File: src/rtl/poison_pkg.sv
package poison_pkg;
  localparam int REG_W = 64;

  typedef enum logic [2:0] {
    SEQ_IDLE,
    SEQ_RD_REQ,
    SEQ_RD_RSP,
    SEQ_WR_TAG,
    SEQ_WR_DATA
  } seq_st_e;

  localparam logic [2:0] ST_IDLE = 3'd0;
  localparam logic [2:0] ST_WORK = 3'd1;
  localparam logic [2:0] ST_DONE = 3'd2;
  localparam logic [2:0] ST_FAIL = 3'd7;

  localparam logic [2:0] RSN_OFF  = 3'd0;
  localparam logic [2:0] RSN_TGT  = 3'd1;
  localparam logic [2:0] RSN_MISS = 3'd2;

  localparam logic [1:0] TGT_TAG  = 2'd0;
  localparam logic [1:0] TGT_DATA = 2'd2;
endpackage

File: src/rtl/poison_regs.sv
module poison_regs
  import poison_pkg::*;
#(
  parameter int ADDR_W = 32,
  parameter logic [ADDR_W-1:0] BASE_ADDR = 32'h3802_2080,
  parameter int PADDR_W = 36
) (
  input  logic               clk,
  input  logic               rst,
  input  logic               reg_we,
  input  logic               reg_re,
  input  logic [ADDR_W-1:0]  reg_addr,
  input  logic [REG_W-1:0]   reg_wdata,
  output logic [REG_W-1:0]   reg_rdata,
  input  logic               busy_i,
  input  logic               seq_ok_i,
  input  logic               seq_miss_i,
  output logic               start_o,
  output logic               en_o,
  output logic [1:0]         tgt_o,
  output logic [PADDR_W-1:0] paddr_o
);
  localparam int WIN_LSB = 7;   // 128-byte window
  localparam int WORD_LSB = 3;  // 8-byte words

  logic               en_q;
  logic [1:0]         tgt_q;
  logic [2:0]         stat_q, rsn_q;
  logic [PADDR_W-1:0] paddr_q;

  logic in_win, wr_ctrl, wr_addr, tgt_ok;
  logic [WIN_LSB-WORD_LSB-1:0] word;
  logic unused_bits;

  assign in_win  = reg_addr[ADDR_W-1:WIN_LSB] == BASE_ADDR[ADDR_W-1:WIN_LSB];
  assign word    = reg_addr[WIN_LSB-1:WORD_LSB];
  assign wr_ctrl = reg_we && in_win && (word == 4'd0) && !busy_i;
  assign wr_addr = reg_we && in_win && (word == 4'd1) && !busy_i;
  assign tgt_ok  = (reg_wdata[3:2] == TGT_TAG) || (reg_wdata[3:2] == TGT_DATA);
  assign start_o = wr_ctrl && reg_wdata[1] && reg_wdata[0] && tgt_ok;
  assign unused_bits = ^{reg_wdata[REG_W-1:PADDR_W], reg_addr[WORD_LSB-1:0]};

  always_ff @(posedge clk) begin
    if (rst) begin
      en_q    <= 1'b0;
      tgt_q   <= 2'd0;
      stat_q  <= ST_IDLE;
      rsn_q   <= RSN_OFF;
      paddr_q <= '0;
    end else begin
      if (seq_ok_i) stat_q <= ST_DONE;
      if (seq_miss_i) begin
        stat_q <= ST_FAIL;
        rsn_q  <= RSN_MISS;
      end
      if (wr_ctrl) begin
        en_q  <= reg_wdata[0];
        tgt_q <= reg_wdata[3:2];
        if (reg_wdata[1]) begin
          if (!reg_wdata[0]) begin
            stat_q <= ST_FAIL;
            rsn_q  <= RSN_OFF;
          end else if (!tgt_ok) begin
            stat_q <= ST_FAIL;
            rsn_q  <= RSN_TGT;
          end else begin
            stat_q <= ST_WORK;
            rsn_q  <= RSN_OFF;
          end
        end
      end
      if (wr_addr) paddr_q <= reg_wdata[PADDR_W-1:0];
    end
  end

  always_ff @(posedge clk) begin
    if (rst) begin
      reg_rdata <= '0;
    end else if (reg_re) begin
      reg_rdata <= '0;
      if (in_win && word == 4'd0)
        reg_rdata <= {{(REG_W-10){1'b0}}, rsn_q, stat_q, tgt_q, 1'b0, en_q};
      else if (in_win && word == 4'd1)
        reg_rdata <= {{(REG_W-PADDR_W){1'b0}}, paddr_q};
    end
  end

  assign en_o    = en_q;
  assign tgt_o   = tgt_q;
  assign paddr_o = paddr_q;


  start_sets_work_chk: assert property (@(posedge clk) disable iff (rst)
    start_o |=> (stat_q == ST_WORK));

  stat_code_chk: assert property (@(posedge clk) disable iff (rst)
    (stat_q == ST_IDLE) || (stat_q == ST_WORK) || (stat_q == ST_DONE) || (stat_q == ST_FAIL));

  busy_addr_hold_chk: assert property (@(posedge clk) disable iff (rst)
    busy_i && !seq_ok_i && !seq_miss_i |=> $stable(paddr_q) && $stable(tgt_q));
endmodule

File: src/rtl/poison_seq.sv
module poison_seq
  import poison_pkg::*;
#(
  parameter int PADDR_W = 36,
  parameter int SET_LO  = 6,
  parameter int SET_W   = 6,
  parameter int TAG_LO  = 12,
  parameter int WAYS    = 4,
  parameter int LINE_W  = 64,
  localparam int TAG_W  = PADDR_W - TAG_LO
) (
  input  logic                  clk,
  input  logic                  rst,
  input  logic                  start_i,
  input  logic [1:0]            tgt_i,
  input  logic [PADDR_W-1:0]    paddr_i,
  output logic                  busy_o,
  output logic                  ok_o,
  output logic                  miss_o,
  output logic                  rd_valid_o,
  output logic [SET_W-1:0]      set_o,
  input  logic                  rd_ready_i,
  input  logic                  rsp_valid_i,
  input  logic [WAYS*TAG_W-1:0] rsp_tags_i,
  input  logic [WAYS-1:0]       rsp_vbits_i,
  output logic                  mwr_valid_o,
  output logic [WAYS-1:0]       way_o,
  output logic [TAG_W-1:0]      tag_o,
  input  logic                  mwr_ready_i,
  output logic                  dwr_valid_o,
  output logic [LINE_W-1:0]     data_o,
  input  logic                  dwr_ready_i
);
  seq_st_e st_q;
  logic [WAYS-1:0] hit_vec, hit_pick, hit_q;
  logic [TAG_W-1:0] ptag;
  logic unused_low;

  assign ptag  = paddr_i[PADDR_W-1:TAG_LO];
  assign set_o = paddr_i[SET_LO +: SET_W];
  assign unused_low = ^paddr_i[SET_LO-1:0];

  for (genvar w = 0; w < WAYS; w++) begin : g_cmp
    assign hit_vec[w] = rsp_vbits_i[w] && (rsp_tags_i[w*TAG_W +: TAG_W] == ptag);
  end

  always_comb begin
    hit_pick = '0;
    for (int w = WAYS - 1; w >= 0; w--)
      if (hit_vec[w]) hit_pick = WAYS'(1) << w;
  end

  always_ff @(posedge clk) begin
    if (rst) begin
      st_q  <= SEQ_IDLE;
      hit_q <= '0;
    end else begin
      case (st_q)
        SEQ_IDLE:    if (start_i) st_q <= SEQ_RD_REQ;
        SEQ_RD_REQ:  if (rd_ready_i) st_q <= SEQ_RD_RSP;
        SEQ_RD_RSP:
          if (rsp_valid_i) begin
            if (|hit_vec) begin
              hit_q <= hit_pick;
              st_q  <= (tgt_i == TGT_DATA) ? SEQ_WR_DATA : SEQ_WR_TAG;
            end else begin
              st_q <= SEQ_IDLE;
            end
          end
        SEQ_WR_TAG:  if (mwr_ready_i) st_q <= SEQ_IDLE;
        SEQ_WR_DATA: if (dwr_ready_i) st_q <= SEQ_IDLE;
        default:     st_q <= SEQ_IDLE;
      endcase
    end
  end

  assign busy_o      = st_q != SEQ_IDLE;
  assign rd_valid_o  = st_q == SEQ_RD_REQ;
  assign mwr_valid_o = st_q == SEQ_WR_TAG;
  assign dwr_valid_o = st_q == SEQ_WR_DATA;
  assign way_o       = hit_q;
  assign tag_o       = ptag;
  assign data_o      = '0;
  assign ok_o   = (mwr_valid_o && mwr_ready_i) || (dwr_valid_o && dwr_ready_i);
  assign miss_o = (st_q == SEQ_RD_RSP) && rsp_valid_i && !(|hit_vec);


  rd_req_hold_chk: assert property (@(posedge clk) disable iff (rst)
    rd_valid_o && !rd_ready_i |=> rd_valid_o && $stable(set_o));

  tag_wr_hold_chk: assert property (@(posedge clk) disable iff (rst)
    mwr_valid_o && !mwr_ready_i |=> mwr_valid_o && $stable(way_o));

  data_wr_hold_chk: assert property (@(posedge clk) disable iff (rst)
    dwr_valid_o && !dwr_ready_i |=> dwr_valid_o && $stable(way_o));

  way_onehot_chk: assert property (@(posedge clk) disable iff (rst)
    (mwr_valid_o || dwr_valid_o) |-> $onehot0(way_o) && (way_o != '0));

  miss_to_idle_chk: assert property (@(posedge clk) disable iff (rst)
    miss_o |=> !busy_o);
endmodule

File: src/rtl/poison_port_mux.sv
module poison_port_mux #(
  parameter int SET_W  = 6,
  parameter int TAG_W  = 24,
  parameter int WAYS   = 4,
  parameter int LINE_W = 64
) (
  input  logic              clk,
  input  logic              rst,
  input  logic              busy_i,
  input  logic              u_mrd_valid,
  input  logic [SET_W-1:0]  u_set,
  input  logic              u_mwr_valid,
  input  logic [WAYS-1:0]   u_way,
  input  logic [TAG_W-1:0]  u_tag,
  input  logic              u_dwr_valid,
  input  logic [LINE_W-1:0] u_data,
  input  logic              pl_mrd_valid,
  input  logic [SET_W-1:0]  pl_mrd_set,
  output logic              pl_mrd_ready,
  input  logic              pl_mwr_valid,
  input  logic [SET_W-1:0]  pl_mwr_set,
  input  logic [WAYS-1:0]   pl_mwr_way,
  input  logic [TAG_W-1:0]  pl_mwr_tag,
  output logic              pl_mwr_ready,
  input  logic              pl_drd_valid,
  input  logic [SET_W-1:0]  pl_drd_set,
  output logic              pl_drd_ready,
  input  logic              pl_dwr_valid,
  input  logic [SET_W-1:0]  pl_dwr_set,
  input  logic [WAYS-1:0]   pl_dwr_way,
  input  logic [LINE_W-1:0] pl_dwr_data,
  output logic              pl_dwr_ready,
  output logic              arr_mrd_valid,
  output logic [SET_W-1:0]  arr_mrd_set,
  input  logic              arr_mrd_ready,
  output logic              arr_mwr_valid,
  output logic [SET_W-1:0]  arr_mwr_set,
  output logic [WAYS-1:0]   arr_mwr_way,
  output logic [TAG_W-1:0]  arr_mwr_tag,
  output logic              arr_mwr_poison,
  input  logic              arr_mwr_ready,
  output logic              arr_drd_valid,
  output logic [SET_W-1:0]  arr_drd_set,
  input  logic              arr_drd_ready,
  output logic              arr_dwr_valid,
  output logic [SET_W-1:0]  arr_dwr_set,
  output logic [WAYS-1:0]   arr_dwr_way,
  output logic [LINE_W-1:0] arr_dwr_data,
  output logic              arr_dwr_poison,
  input  logic              arr_dwr_ready
);
  always_comb begin
    if (busy_i) begin
      arr_mrd_valid  = u_mrd_valid;
      arr_mrd_set    = u_set;
      arr_mwr_valid  = u_mwr_valid;
      arr_mwr_set    = u_set;
      arr_mwr_way    = u_way;
      arr_mwr_tag    = u_tag;
      arr_mwr_poison = u_mwr_valid;
      arr_drd_valid  = 1'b0;
      arr_drd_set    = u_set;
      arr_dwr_valid  = u_dwr_valid;
      arr_dwr_set    = u_set;
      arr_dwr_way    = u_way;
      arr_dwr_data   = u_data;
      arr_dwr_poison = u_dwr_valid;
    end else begin
      arr_mrd_valid  = pl_mrd_valid;
      arr_mrd_set    = pl_mrd_set;
      arr_mwr_valid  = pl_mwr_valid;
      arr_mwr_set    = pl_mwr_set;
      arr_mwr_way    = pl_mwr_way;
      arr_mwr_tag    = pl_mwr_tag;
      arr_mwr_poison = 1'b0;
      arr_drd_valid  = pl_drd_valid;
      arr_drd_set    = pl_drd_set;
      arr_dwr_valid  = pl_dwr_valid;
      arr_dwr_set    = pl_dwr_set;
      arr_dwr_way    = pl_dwr_way;
      arr_dwr_data   = pl_dwr_data;
      arr_dwr_poison = 1'b0;
    end
  end

  assign pl_mrd_ready = !busy_i && arr_mrd_ready;
  assign pl_mwr_ready = !busy_i && arr_mwr_ready;
  assign pl_drd_ready = !busy_i && arr_drd_ready;
  assign pl_dwr_ready = !busy_i && arr_dwr_ready;


  pipe_blocked_chk: assert property (@(posedge clk) disable iff (rst)
    busy_i |-> !(pl_mrd_ready || pl_mwr_ready || pl_drd_ready || pl_dwr_ready));

  no_idle_poison_chk: assert property (@(posedge clk) disable iff (rst)
    !busy_i |-> !arr_mwr_poison && !arr_dwr_poison);
endmodule

File: src/rtl/icache_poison_ctl.sv
module icache_poison_ctl
  import poison_pkg::*;
#(
  parameter int ADDR_W = 32,
  parameter logic [ADDR_W-1:0] BASE_ADDR = 32'h3802_2080,
  parameter int PADDR_W = 36,
  parameter int SET_LO  = 6,
  parameter int SET_W   = 6,
  parameter int TAG_LO  = 12,
  parameter int WAYS    = 4,
  parameter int LINE_W  = 64,
  localparam int TAG_W  = PADDR_W - TAG_LO
) (
  input  logic                  clk,
  input  logic                  rst,
  input  logic                  reg_we,
  input  logic                  reg_re,
  input  logic [ADDR_W-1:0]     reg_addr,
  input  logic [63:0]           reg_wdata,
  output logic [63:0]           reg_rdata,
  output logic                  ecc_check_en,
  input  logic                  pl_mrd_valid,
  input  logic [SET_W-1:0]      pl_mrd_set,
  output logic                  pl_mrd_ready,
  input  logic                  pl_mwr_valid,
  input  logic [SET_W-1:0]      pl_mwr_set,
  input  logic [WAYS-1:0]       pl_mwr_way,
  input  logic [TAG_W-1:0]      pl_mwr_tag,
  output logic                  pl_mwr_ready,
  input  logic                  pl_drd_valid,
  input  logic [SET_W-1:0]      pl_drd_set,
  output logic                  pl_drd_ready,
  input  logic                  pl_dwr_valid,
  input  logic [SET_W-1:0]      pl_dwr_set,
  input  logic [WAYS-1:0]       pl_dwr_way,
  input  logic [LINE_W-1:0]     pl_dwr_data,
  output logic                  pl_dwr_ready,
  output logic                  arr_mrd_valid,
  output logic [SET_W-1:0]      arr_mrd_set,
  input  logic                  arr_mrd_ready,
  input  logic                  arr_mrsp_valid,
  input  logic [WAYS*TAG_W-1:0] arr_mrsp_tags,
  input  logic [WAYS-1:0]       arr_mrsp_vbits,
  output logic                  arr_mwr_valid,
  output logic [SET_W-1:0]      arr_mwr_set,
  output logic [WAYS-1:0]       arr_mwr_way,
  output logic [TAG_W-1:0]      arr_mwr_tag,
  output logic                  arr_mwr_poison,
  input  logic                  arr_mwr_ready,
  output logic                  arr_drd_valid,
  output logic [SET_W-1:0]      arr_drd_set,
  input  logic                  arr_drd_ready,
  output logic                  arr_dwr_valid,
  output logic [SET_W-1:0]      arr_dwr_set,
  output logic [WAYS-1:0]       arr_dwr_way,
  output logic [LINE_W-1:0]     arr_dwr_data,
  output logic                  arr_dwr_poison,
  input  logic                  arr_dwr_ready
);
  logic               busy, seq_ok, seq_miss, start;
  logic [1:0]         tgt;
  logic [PADDR_W-1:0] paddr;
  logic               u_mrd_valid, u_mwr_valid, u_dwr_valid;
  logic [SET_W-1:0]   u_set;
  logic [WAYS-1:0]    u_way;
  logic [TAG_W-1:0]   u_tag;
  logic [LINE_W-1:0]  u_data;

  poison_regs #(.ADDR_W(ADDR_W), .BASE_ADDR(BASE_ADDR), .PADDR_W(PADDR_W)) u_regs (
    .clk, .rst, .reg_we, .reg_re, .reg_addr, .reg_wdata, .reg_rdata,
    .busy_i(busy), .seq_ok_i(seq_ok), .seq_miss_i(seq_miss),
    .start_o(start), .en_o(ecc_check_en), .tgt_o(tgt), .paddr_o(paddr)
  );

  poison_seq #(.PADDR_W(PADDR_W), .SET_LO(SET_LO), .SET_W(SET_W), .TAG_LO(TAG_LO),
               .WAYS(WAYS), .LINE_W(LINE_W)) u_seq (
    .clk, .rst, .start_i(start), .tgt_i(tgt), .paddr_i(paddr),
    .busy_o(busy), .ok_o(seq_ok), .miss_o(seq_miss),
    .rd_valid_o(u_mrd_valid), .set_o(u_set), .rd_ready_i(arr_mrd_ready),
    .rsp_valid_i(arr_mrsp_valid), .rsp_tags_i(arr_mrsp_tags), .rsp_vbits_i(arr_mrsp_vbits),
    .mwr_valid_o(u_mwr_valid), .way_o(u_way), .tag_o(u_tag), .mwr_ready_i(arr_mwr_ready),
    .dwr_valid_o(u_dwr_valid), .data_o(u_data), .dwr_ready_i(arr_dwr_ready)
  );

  poison_port_mux #(.SET_W(SET_W), .TAG_W(TAG_W), .WAYS(WAYS), .LINE_W(LINE_W)) u_mux (
    .clk, .rst, .busy_i(busy),
    .u_mrd_valid, .u_set, .u_mwr_valid, .u_way, .u_tag, .u_dwr_valid, .u_data,
    .pl_mrd_valid, .pl_mrd_set, .pl_mrd_ready,
    .pl_mwr_valid, .pl_mwr_set, .pl_mwr_way, .pl_mwr_tag, .pl_mwr_ready,
    .pl_drd_valid, .pl_drd_set, .pl_drd_ready,
    .pl_dwr_valid, .pl_dwr_set, .pl_dwr_way, .pl_dwr_data, .pl_dwr_ready,
    .arr_mrd_valid, .arr_mrd_set, .arr_mrd_ready,
    .arr_mwr_valid, .arr_mwr_set, .arr_mwr_way, .arr_mwr_tag, .arr_mwr_poison, .arr_mwr_ready,
    .arr_drd_valid, .arr_drd_set, .arr_drd_ready,
    .arr_dwr_valid, .arr_dwr_set, .arr_dwr_way, .arr_dwr_data, .arr_dwr_poison, .arr_dwr_ready
  );
endmodule

File: config.mk
export PLATFORM = sky130hd
export DESIGN_NAME = icache_poison_ctl
export DESIGN_NICKNAME = d
export VERILOG_FILES = /design/src/rtl/poison_pkg.sv /design/src/rtl/poison_regs.sv /design/src/rtl/poison_seq.sv /design/src/rtl/poison_port_mux.sv /design/src/rtl/icache_poison_ctl.sv
export SDC_FILE = /design/constraint.sdc
export NUM_CORES = 1
export LEC_CHECK = 0
export BUFFER_PORTS_ARGS = -buffer_cell sky130_fd_sc_hd__buf_4
export CELL_PAD_IN_SITES_DETAIL_PLACEMENT = 0
export CELL_PAD_IN_SITES_GLOBAL_PLACEMENT = 1
export CORE_AREA = 2 2 204 206
export DETAILED_ROUTE_END_ITERATION = 12
export DIE_AREA = 0 0 206 208
export PLACE_DENSITY_LB_ADDON = 0.1
export SYNTH_ARGS = -nofsm -noshare
export SYNTH_HDL_FRONTEND = slang
export SYNTH_HIERARCHICAL = 1
export SYNTH_SLANG_ARGS = --single-unit
File: constraint.sdc
create_clock -name clk -period 3.4 [get_ports clk]
set_input_delay 0.51 -clock clk [delete_from_list [all_inputs] [get_ports clk]]
set_output_delay 0.51 -clock clk [all_outputs]
set_load 0.02 [all_outputs]
==> flow_metrics.tcl, run 1 <==
set metrics [dict create \
    grt_pass1_wl_microns 47600 \
    cts_setup_buffers 0 \
    synth.distinct_cells 54 \
    drt-vias-per-instance 4.01 \
    area_delta_synth_final_pct 51.7 \
    pin_count 524 \
    setup_viol_count_final 0 \
    cts-root-buf "clkbuf_16" \
    path_delay_family "simple AND/OR/NAND/NOR gates" \
    routed_wl_microns 34500 \
    worstSetupEndpointType "flip-flop" \
    p_clk_share_pct 35.2 \
    worst_slack_ns 0.482 \
    crit_buf_inv 1 \
    preCtsSetupSlack_ns 0.501 \
    die_w_microns 206 \
    crit_chain "or3_4 > nor4bb_1 > nand4_1 > nor4b_1 > buf_4 > a211oi_1 > a21oi_1 > nor3_1 > a31oi_1 > o41ai_4" \
    first_pass_iters 5 \
    period_needed_ns 2.92 \
    grt_max_degree 88 \
    ant_nets 0 \
    power.leakage_nw 4.77 \
    htreeDepth 3 \
    drc_errors 0 \
    seqPwrFrac_pct 36.2 \
    status "complete, no violations" \
    max_clock_freq_ghz 0.343 \
    cts-resized-gates 0 \
    async_flop_share_pct 0 \
    gr-total-overflow 0 \
    fin_nets 1532 \
    p_sw_mw 0.842 \
    fp-row-count 74 \
    antenna_found_initial 1 \
    ys.flop_type "dfxtp_1" \
    skew_ns 0.00931 \
    drive_gt1_share_pct 55.8 \
    p_comb_share_pct 28.6 \
    cts_tree "done" \
    worstSetupStartpointType "flip-flop" \
    first_global_vias 6790 \
    avgSynthCellArea_sq_um 9.26 \
    hpwl_microns 27700 \
    grt_usage_pct 15.2 \
    synth_seq_cells 88 \
    die-area_sq_mm 0.0428 \
    worst_pin_slew_ns 0.843 \
    core_sq_mm 0.0406 \
    period_share_pct 85.8 \
    finalSetupTns_ns 0 \
    vdd_drop_max_uv 218 \
    slowest_delay_ns 0.46 \
    initial_core_util_pct 17.9 \
    fillers 4470 \
    worstSkewPairLatency_ns 0.36 \
    synth_edf_count 0 \
    synth_cells 785 \
    p_int_mw 2.00 \
    drv_slew 0 \
    wl_per_cell_microns 19.8 \
    critPathKind "reg2reg" \
    numCtsBuffers 9 \
    ys_seq_area_share_pct 24.2 \
    die_h_microns 208 \
    cp.required_ns 3.63 \
    cts_hold_repair.buffers 0 \
    holdCritPathClass "in2reg" \
    clk_pin_slew_ns 0.07 \
    p_sw_share_pct 29.6 \
    yosysWarnings 6 \
    cts_sinks 88 \
    maxCapViolations 0 \
    vias 6984 \
    rsz0062_at_grt "false" \
    worst-path-max-fanout 10 \
    drt_iter0_drc 273 \
    slew_headroom_pct 43.6 \
    crit_arrival_ns 3.15 \
    portBuffers 464 \
    p_per_area_mw_per_mm2 258 \
    routabilityCongestion 0.787 \
    slowest_stage "or3_4" \
    synth_area_sq_mm 0.00727 \
    clk_path_buf_depth 2 \
    hold_viol_final 0 \
]
final timing paths:
check | start | end | slack, ns | cells after the start
worst min-delay path | reg_wdata[18] | u_regs/paddr_o[18]$_SDFFE_PP0P_ | 0.42 | 3
worst min register to register | u_regs/paddr_o[4]$_SDFFE_PP0P_ | u_regs/paddr_o[4]$_SDFFE_PP0P_ | 0.47 | 2
worst max-delay path | u_seq/st_q[1]$_SDFFE_PP0P_ | u_seq/st_q[0]$_SDFFE_PP0P_ | 0.48 | 10
worst max register to register | u_seq/st_q[1]$_SDFFE_PP0P_ | u_seq/st_q[0]$_SDFFE_PP0P_ | 0.48 | 10
per-stage QoR:
step	instance area, sq um	util [%]	power [mW]	hold slack, ns	std cells
after floorplan	7600	-	1.48	0.436	875
after global placement	10700	26.5	1.87	0.459	1724
after detailed placement	10700	26.5	1.87	0.466	1724
after CTS	11000	27.2	2.90	0.397	1740
after global routing	11000	27.2	2.99	0.398	1741
final	11000	27.2	2.85	0.417	1742
cell usage after synthesis, drive strengths merged (2+ instances only):
cell type	count	area share (%)
buf	146	16
mux2	123	19
dfxtp	88	24
xnor2	63	7.7
a21oi	44	3.0
nand3	41	2.8
o21ai	41	2.8
xor2	33	4.0
a22o	28	3.7
clkbuf	25	1.3
nand4	23	2.2
nor2	16	0.83
inv	11	0.57
mux2i	11	1.5
nor4	11	1.2
nor2b	9	0.77
nor3	9	0.62
o32a	9	1.4
nand2	8	0.41
nor4b	6	1.5
a211oi	4	0.41
and4	4	0.53
nor3b	4	0.41
and2	3	0.26
and3	2	0.26
and3b	2	0.24
conb	2	0.10
nand2b	2	0.17
nor4bb	2	0.28
o311a	2	0.28
or2	2	0.17
cells in the final DEF, fill, tap and decap left out, types with 2 or more instances in the layout:
| cell type | Yosys | final |
|---|---|---|
| a211oi_1 | 4 | 4 |
| a21oi_1 | 44 | 44 |
| a22o_1 | 12 | 12 |
| a22o_2 | 16 | 16 |
| and2_1 | 3 | 3 |
| and3b_1 | 2 | 2 |
| and4_2 | 3 | 4 |
| buf_4 | 123 | 487 |
| clkbuf_16 | 0 | 9 |
| clkinv_4 | 0 | 2 |
| clkinvlp_4 | 0 | 2 |
| conb_1 | 2 | 92 |
| dfxtp_1 | 88 | 88 |
| diode_2 | 0 | 2 |
| inv_1 | 11 | 11 |
| mux2_2 | 123 | 123 |
| mux2i_1 | 11 | 11 |
| nand2_1 | 8 | 8 |
| nand2b_1 | 2 | 2 |
| nand3_1 | 41 | 41 |
| nand4_1 | 22 | 22 |
| nor2_1 | 16 | 15 |
| nor2b_1 | 9 | 9 |
| nor3_1 | 9 | 9 |
| nor3b_1 | 4 | 4 |
| nor4_1 | 10 | 10 |
| nor4b_2 | 2 | 2 |
| nor4b_4 | 3 | 3 |
| nor4bb_1 | 2 | 2 |
| o21ai_0 | 41 | 41 |
| o311a_1 | 2 | 2 |
| o32a_2 | 9 | 9 |
| or2_2 | 2 | 2 |
| xnor2_1 | 62 | 62 |
| xor2_1 | 33 | 33 |
tightest hold or removal path: cells and delay by family:
family,cells,cell delay [ns]
buffers and inverters,1,0.11
AO/OA/AOI/OAI,1,0.06
AND/OR/NAND/NOR,1,0.05
cells by family (layout without fill, tap and decap cells):
logic type             Yosys count  count (layout)  share of synthesized area (%)
other                            2              94                          0.103
buffers and inverters          182             515                           17.5
XOR/XNOR                        96              96                           11.7
multiplexers                   134             134                           20.6
AO/OA/AOI/OAI                  135             135                           12.8
AND/OR/NAND/NOR                148             148                           13.1
flip-flops                      88              88                           24.2
sequential cells by signal (all words and copies together), names as in the netlist:
name,flops
u_seq/st_q,3
u_regs/rsn_q,3
u_regs/en_o,1
u_regs/paddr_o,36
u_regs/stat_q,3
u_regs/tgt_o,2
u_seq/way_o,4
u_regs/reg_rdata,36
layer usage:
metal  wire (microns)  global-route usage (%)
met1            14600                    18.8
met2            17300                    26.8
met3             2210                    3.29
met4              396                    3.23
met5                0                       0
power groups by stage:
stage / sequential, mW / combinational [mW] / clock (mW)
global route: 1.03 / 0.870 / 1.09
CTS: 1.03 / 0.823 / 1.05
floorplan: 1.05 / 0.429 / 0
detailed placement: 1.05 / 0.819 / 0
global placement: 1.05 / 0.819 / 0
finish: 1.03 / 0.814 / 1.00
layout make-up:
cell class	instances	area (sq um)	area share (%)
Tap cell	532	666	6.04
Sequential cell	88	1760	16.0
Antenna cell	2	5.00	0.0454
Clock inverter	5	41.3	0.375
Clock buffer	11	243	2.20
Timing Repair Buffer	488	3680	33.4
Multi-Input combinational cell	605	4590	41.6
Inverter	11	41.3	0.375
No activity file was read; power rests on OpenSTA's default activity.
==> run 2, diff against run 1 <==
CORE_AREA = 2 2 203 205   (was 2 2 204 206)
DIE_AREA = 0 0 205 207   (was 0 0 206 208)
clock period = 2.5 ns   (was 3.4 ns; I/O delays follow)
==> run 2 against run 1 <==
Via count grew 4.1%. Clock-buffer cell count is the same. Largest power group unchanged. Final area up 7.0%. Core utilization up 2.0 points. Largest cell class unchanged. Critical path type unchanged. First-iteration DRC count rose by 4.4%. Sequential power grew 36%. Sequential cell count did not move. Critical endpoint unchanged. Hold slack worse by 0.16 ns.
==> flow_metrics.tcl, run 2 (synthesized netlist as in run 1, its figures left out) <==
set metrics [dict create \
    crit_buf_inv 1 \
    slowest_delay_ns 0.41 \
    drt_iter0_drc 285 \
    worstSkewPairLatency_ns 0.37 \
    pin_count 524 \
    max_clock_freq_ghz 0.405 \
    holdCritPathClass "in2reg" \
    drv_slew 0 \
    fillers 4370 \
    crit_start "u_seq/st_q[0]$_SDFFE_PP0P_" \
    vdd_drop_max_uv 323 \
    status "complete, no violations" \
    cts-root-buf "clkbuf_16" \
    finalSetupTns_ns 0 \
    gr-total-overflow 0 \
    worstSetupStartpointType "flip-flop" \
    crit_chain "or3_4 > nor4bb_4 > nand4_1 > nor4b_2 > buf_4 > a211oi_2 > a21oi_2 > nor3_1 > a31oi_1 > o41ai_4" \
    ant_nets 0 \
    rsz0062_at_grt "true" \
    crit_arrival_ns 2.71 \
    grt_usage_pct 15.8 \
    crit_end "u_seq/st_q[0]$_SDFFE_PP0P_" \
    layout_commonest_cell "buf_4" \
    period_needed_ns 2.47 \
    p_sw_mw 1.17 \
    clk_pin_slew_ns 0.07 \
    cts_sinks 88 \
    cp.depth 10 \
    core_sq_mm 0.0404 \
    numCtsBuffers 9 \
    p_clk_share_pct 35.2 \
    fin_nets 1593 \
    antenna_found_initial 4 \
    reg2reg_to "u_seq/st_q[0]$_SDFFE_PP0P_" \
    grt_pass1_wl_microns 49100 \
    worstRegToRegCells 10 \
    hold_viol_final 0 \
    first_global_vias 7286 \
    wl_per_cell_microns 19.8 \
    die-area_sq_mm 0.0424 \
    power.leakage_nw 5.17 \
    htreeDepth 3 \
    drive_gt1_share_pct 59.7 \
    die_w_microns 205 \
    area_delta_synth_final_pct 62.4 \
    initial_core_util_pct 18.0 \
    die_h_microns 207 \
    clk_path_buf_depth 2 \
    maxCapViolations 0 \
    seqPwrFrac_pct 35.7 \
    path_delay_family "simple AND/OR/NAND/NOR gates" \
    vias 7267 \
    slew_headroom_pct 57.1 \
    post-route-util_pct 29.2 \
    cts_tree "done" \
    worstSetupEndpointType "flip-flop" \
    critPathKind "reg2reg" \
    drc_errors 0 \
    totalPowerFinal_mw 3.92 \
    cp.required_ns 2.74 \
    worst-path-max-fanout 3 \
    fp-row-count 74 \
    skew_ns 0.00623 \
    p_int_mw 2.74 \
    period_share_pct 98.7 \
    slowest_stage "or3_4" \
    drt-vias-per-instance 4.03 \
    setup_viol_count_final 0 \
    r2r_slack_ns 0.03 \
    grt_max_degree 60 \
    routed_wl_microns 35700 \
    p_sw_share_pct 30.0 \
    portBuffers 464 \
    regArea_sq_mm 0.00178 \
    worst_pin_slew_ns 0.644 \
    routabilityCongestion 0.826 \
    first_pass_iters 4 \
    p_per_area_mw_per_mm2 332 \
    p_comb_share_pct 29.0 \
    hpwl_microns 28100 \
    multi_input_area_sq_mm 0.00465 \
    layout_common_cells "531 x buf_4, 123 x mux2_2, 92 x conb_1, 78 x dfxtp_1, 61 x xnor2_1" \
    r2r_start "u_seq/st_q[0]$_SDFFE_PP0P_" \
]
[run 2: per-layer routing]
| layer | global-route usage, % | up-vias | part of all wire, % |
|---|---|---|---|
| met3 | 3.79 | 20 | 6.8 |
| li1 | - | 3560 | - |
| met5 | 0 | - | 0 |
| met2 | 28.3 | 272 | 51 |
| met1 | 18.9 | 3415 | 41 |
| met4 | 3.55 | 0 | 1.3 |
[run 2: metrics by stage]
step | hold WS (ns) | cell area (sq um) | cells | worst slack, ns
finish | 0.261 | 11800 | 1805 | 0.0313
global route | 0.247 | 11800 | 1805 | -0.131
CTS | 0.241 | 11600 | 1791 | 0.00192
detailed placement | 0.465 | 11200 | 1768 | -0.131
global placement | 0.459 | 11200 | 1768 | -0.103
floorplan | 0.436 | 7620 | 875 | -0.0556
[run 2: worst min-delay path by stage]
stage / start / endpoint / slack, ns / cells past startpoint
after floorplan: u_regs/paddr_o[1]$_SDFFE_PP0P_ / u_regs/reg_rdata[1]$_SDFFE_PP0P_ / 0.44 / 1
after global placement: u_regs/paddr_o[0]$_SDFFE_PP0P_ / u_regs/paddr_o[0]$_SDFFE_PP0P_ / 0.46 / 2
after detailed placement: u_regs/paddr_o[1]$_SDFFE_PP0P_ / u_regs/reg_rdata[1]$_SDFFE_PP0P_ / 0.46 / 1
after CTS: reg_wdata[22] / u_regs/paddr_o[22]$_SDFFE_PP0P_ / 0.24 / 3
after global routing: reg_wdata[27] / u_regs/paddr_o[27]$_SDFFE_PP0P_ / 0.25 / 3
final: reg_wdata[27] / u_regs/paddr_o[27]$_SDFFE_PP0P_ / 0.26 / 3
[run 2: final cells by class]
cell class              count  share of cell area [%]
diodes                      4                  0.0849
clock buffers              11                    2.06
clock inverters             5                   0.329
inverters                  11                   0.350
multi-input cells         605                    39.4
flip-flops and latches     88                    15.1
well taps                 532                    5.64
repair buffers            549                    37.0
[run 2: worst register-to-register path: stages, from the launching register on]
cell and delay, ns:
dfxtp_2 0.32, or3_4 0.41, nor4bb_4 0.29, nand4_1 0.17
nor4b_2 0.32, buf_4 0.18, a211oi_2 0.07, a21oi_2 0.15
nor3_1 0.07, a31oi_1 0.23, o41ai_4 0.12
[run 2: power by group through the flow]
stage                     Clock [mW]  Sequential (mW)  Combinational, mW
after floorplan                    0             1.43              0.584
after global placement             0             1.43               1.12
after detailed placement           0             1.43               1.12
after CTS                       1.44             1.40               1.13
after global routing            1.49             1.40               1.22
final                           1.38             1.40               1.14
[run 2: what timing repair did]
| item | 4_1_cts | 5_1_grt |
|---|---|---|
| setup buffers | 6 | 4 |
| endpoints found under the setup margin | 121 | 73 |
| gates cloned | 1 | 8 |
| resized for setup | 13 | 17 |
| hold endpoints to repair | 0 | 0 |
| pin swaps | 2 | 7 |
| hold buffers | 0 | 0 |
==> run 3, diff against run 2 <==
CORE_AREA = 2 2 205 207   (was 2 2 203 205)
DIE_AREA = 0 0 207 209   (was 0 0 205 207)
SYNTH_HIERARCHICAL = default   (was 1)
==> run 3 against run 2 <==
Routed wire length about the same. Fmax up 4.7%. Synthesized area fell by 15%. Highest routed layer unchanged.
==> flow_metrics.tcl, run 3 <==
set metrics [dict create \
    worstSkewPairLatency_ns 0.35 \
    cp.required_ns 2.12 \
    hpwl_microns 28800 \
    maxCapViolations 0 \
    first_pass_iters 4 \
    cts_sinks 88 \
    holdCritPathClass "in2reg" \
    synth_edf_count 0 \
    initial_core_util_pct 14.9 \
    drt_iter0_drc 253 \
    synth.top_cell.area_share_pct 28.5 \
    layout_commonest_cell "buf_4" \
    grt_max_degree 128 \
    drive_gt1_share_pct 42.3 \
    synth_common_cells "230 x nand2_1, 88 x dfxtp_1, 72 x a21oi_1, 72 x and2_1, 52 x xor2_1" \
    worst_pin_slew_ns 0.730 \
    synth_area_sq_mm 0.00617 \
    cts_setup_buffers 0 \
    cts_hold_repair.buffers 0 \
    avgSynthCellArea_sq_um 7.15 \
    vias 7393 \
    hold_viol_final 0 \
    first_global_vias 7596 \
    totalPowerFinal_mw 3.71 \
    drv_slew 0 \
    rsz0062_at_grt "false" \
    worstSetupStartpointType "flip-flop" \
    numCtsBuffers 9 \
    placed_area_sq_mm 0.0104 \
    async_flop_share_pct 0 \
    die_w_microns 207 \
    power.leakage_nw 5.05 \
    drc_errors 0 \
    cts-root-buf "clkbuf_16" \
    grt_usage_pct 15.8 \
    clk_pin_slew_ns 0.07 \
    skew_ns 0.00782 \
    slew_headroom_pct 51.3 \
    yosysTopAreaCell "dfxtp_1" \
    ant_nets 0 \
    crit_arrival_ns 1.98 \
    routabilityCongestion 0.785 \
    worst-path-max-fanout 14 \
    pin_count 524 \
    status "complete, no violations" \
    synth_area_leaders "dfxtp_1 29%, nand2_1 14%, xor2_1 7.4%" \
    drt-vias-per-instance 3.96 \
    synth.distinct_cells 46 \
    p_per_area_mw_per_mm2 346 \
    worstSetupEndpointType "primary output" \
    fin_area_sq_mm 0.0107 \
    die-area_sq_mm 0.0433 \
    synth_xor_area_share_pct 13.6 \
    grt_pass1_wl_microns 50300 \
    setup_viol_count_final 0 \
    htreeDepth 3 \
    yosys.area_share.adder_pct 0 \
    yosysWarnings 0 \
    cts_tree "done" \
    finalSetupTns_ns 0 \
    clk_path_buf_depth 2 \
    synth_compound_area_share_pct 10.7 \
    fp-row-count 75 \
    period_share_pct 94.3 \
    die_h_microns 209 \
    vdd_drop_max_uv 229 \
    core_sq_mm 0.0413 \
    gr-total-overflow 0 \
    period_needed_ns 2.36 \
    synthMostInstantiatedCell "nand2_1" \
    synth_top_family_by_area "simple AND/OR/NAND/NOR gates" \
    critPathKind "reg2out" \
    ys.flop_type "dfxtp_1" \
    ys_seq_area_share_pct 28.5 \
    muxShareOfSynthArea_pct 0.649 \
    antenna_found_initial 4 \
    yosys.area_share.simple_pct 36.8 \
    fin_nets 1653 \
    layout_common_cells "518 x buf_4, 230 x nand2_1, 86 x dfxtp_1, 72 x and2_1, 72 x a21oi_1" \
    area_delta_synth_final_pct 74.1 \
    routed_wl_microns 35700 \
    synth_cells 863 \
    wl_per_cell_microns 19.1 \
    synth_seq_cells 88 \
    portBuffers 464 \
    max_clock_freq_ghz 0.424 \
]
run 3: cell count changes in the layout (fill, tap and decap cells not counted), sizes merged, moves of 19 or more:
cell and change:
buf -19, xnor2 -22, conb -64, a22o -28, and2 +69, a21oi +28
nand2 +222, o21ai -36, nand2b +28, mux2 -123, xor2 +19
run 3: path summary, 6_finish.rpt:
check	from	endpoint	slack (ns)	depth (start not counted)
max	u_seq.st_q[1]$_SDFFE_PP0P_	arr_mwr_tag[8]	0.14	5
min	reg_wdata[18]	u_regs.paddr_o[18]$_SDFFE_PP0P_	0.26	3
max reg2reg	u_regs.paddr_o[28]$_SDFFE_PP0P_	u_seq.way_o[2]$_SDFFE_PP0P_	0.18	8
min reg2reg	u_regs.paddr_o[0]$_SDFFE_PP0P_	u_regs.paddr_o[0]$_SDFFE_PP0P_	0.45	2
run 3: worst max-delay path, stage by stage (launching register included):
cell and delay [ns]:
dfxtp_1 0.44, or3_4 0.55, buf_4 0.26, nand2_1 0.15, nand2_1 0.07, buf_4 0.15
run 3: layer usage:
layer | part of all wire [%] | routed length, microns | GRT usage, %
met1 | 40 | 14200 | 17.7
met4 | 1.4 | 511 | 4.63
met5 | 0 | 0 | 0
met3 | 6.3 | 2250 | 3.92
met2 | 53 | 18800 | 29.5
run 3: area by class of cell:
type / instances / area [sq um]
fillers: 4662 / 30500
inverters: 4 / 15.0
well taps: 539 / 674
clock buffers: 10 / 239
repair buffers: 526 / 4050
multi-input cells: 695 / 3980
clock inverters: 4 / 22.5
diodes: 3 / 7.51
flip-flops and latches: 88 / 1760
run 3: stage by stage:
stage / setup slack [ns] / instances / utilization (%) / hold slack (ns)
after floorplan: 0.387 / 890 / - / 0.432
after global placement: -0.115 / 1851 / 25.2 / 0.438
after detailed placement: -0.153 / 1851 / 25.2 / 0.445
after CTS: 0.0302 / 1865 / 25.9 / 0.241
after global routing: 0.0134 / 1869 / 26.0 / 0.253
final: 0.143 / 1869 / 26.0 / 0.263
run 3: timing repair:
item,in CTS,in global routing
setup endpoints to repair,31,21
cloned,0,1
gates resized for setup,3,7
run 3: logic make-up after synthesis:
family,count (synthesis)
and+or+nand+nor,459
AOI/OAI and AO/OA,111
buffers and inverters,107
xor gates and xnor gates,93
DFF,88
muxes,4
other,1
run 3: power breakdown:
part	switching (mW)	internal (mW)	total (mW)
logic	0.465	0.543	1.01
registers	0.00340	1.41	1.41
clock network	0.607	0.686	1.29
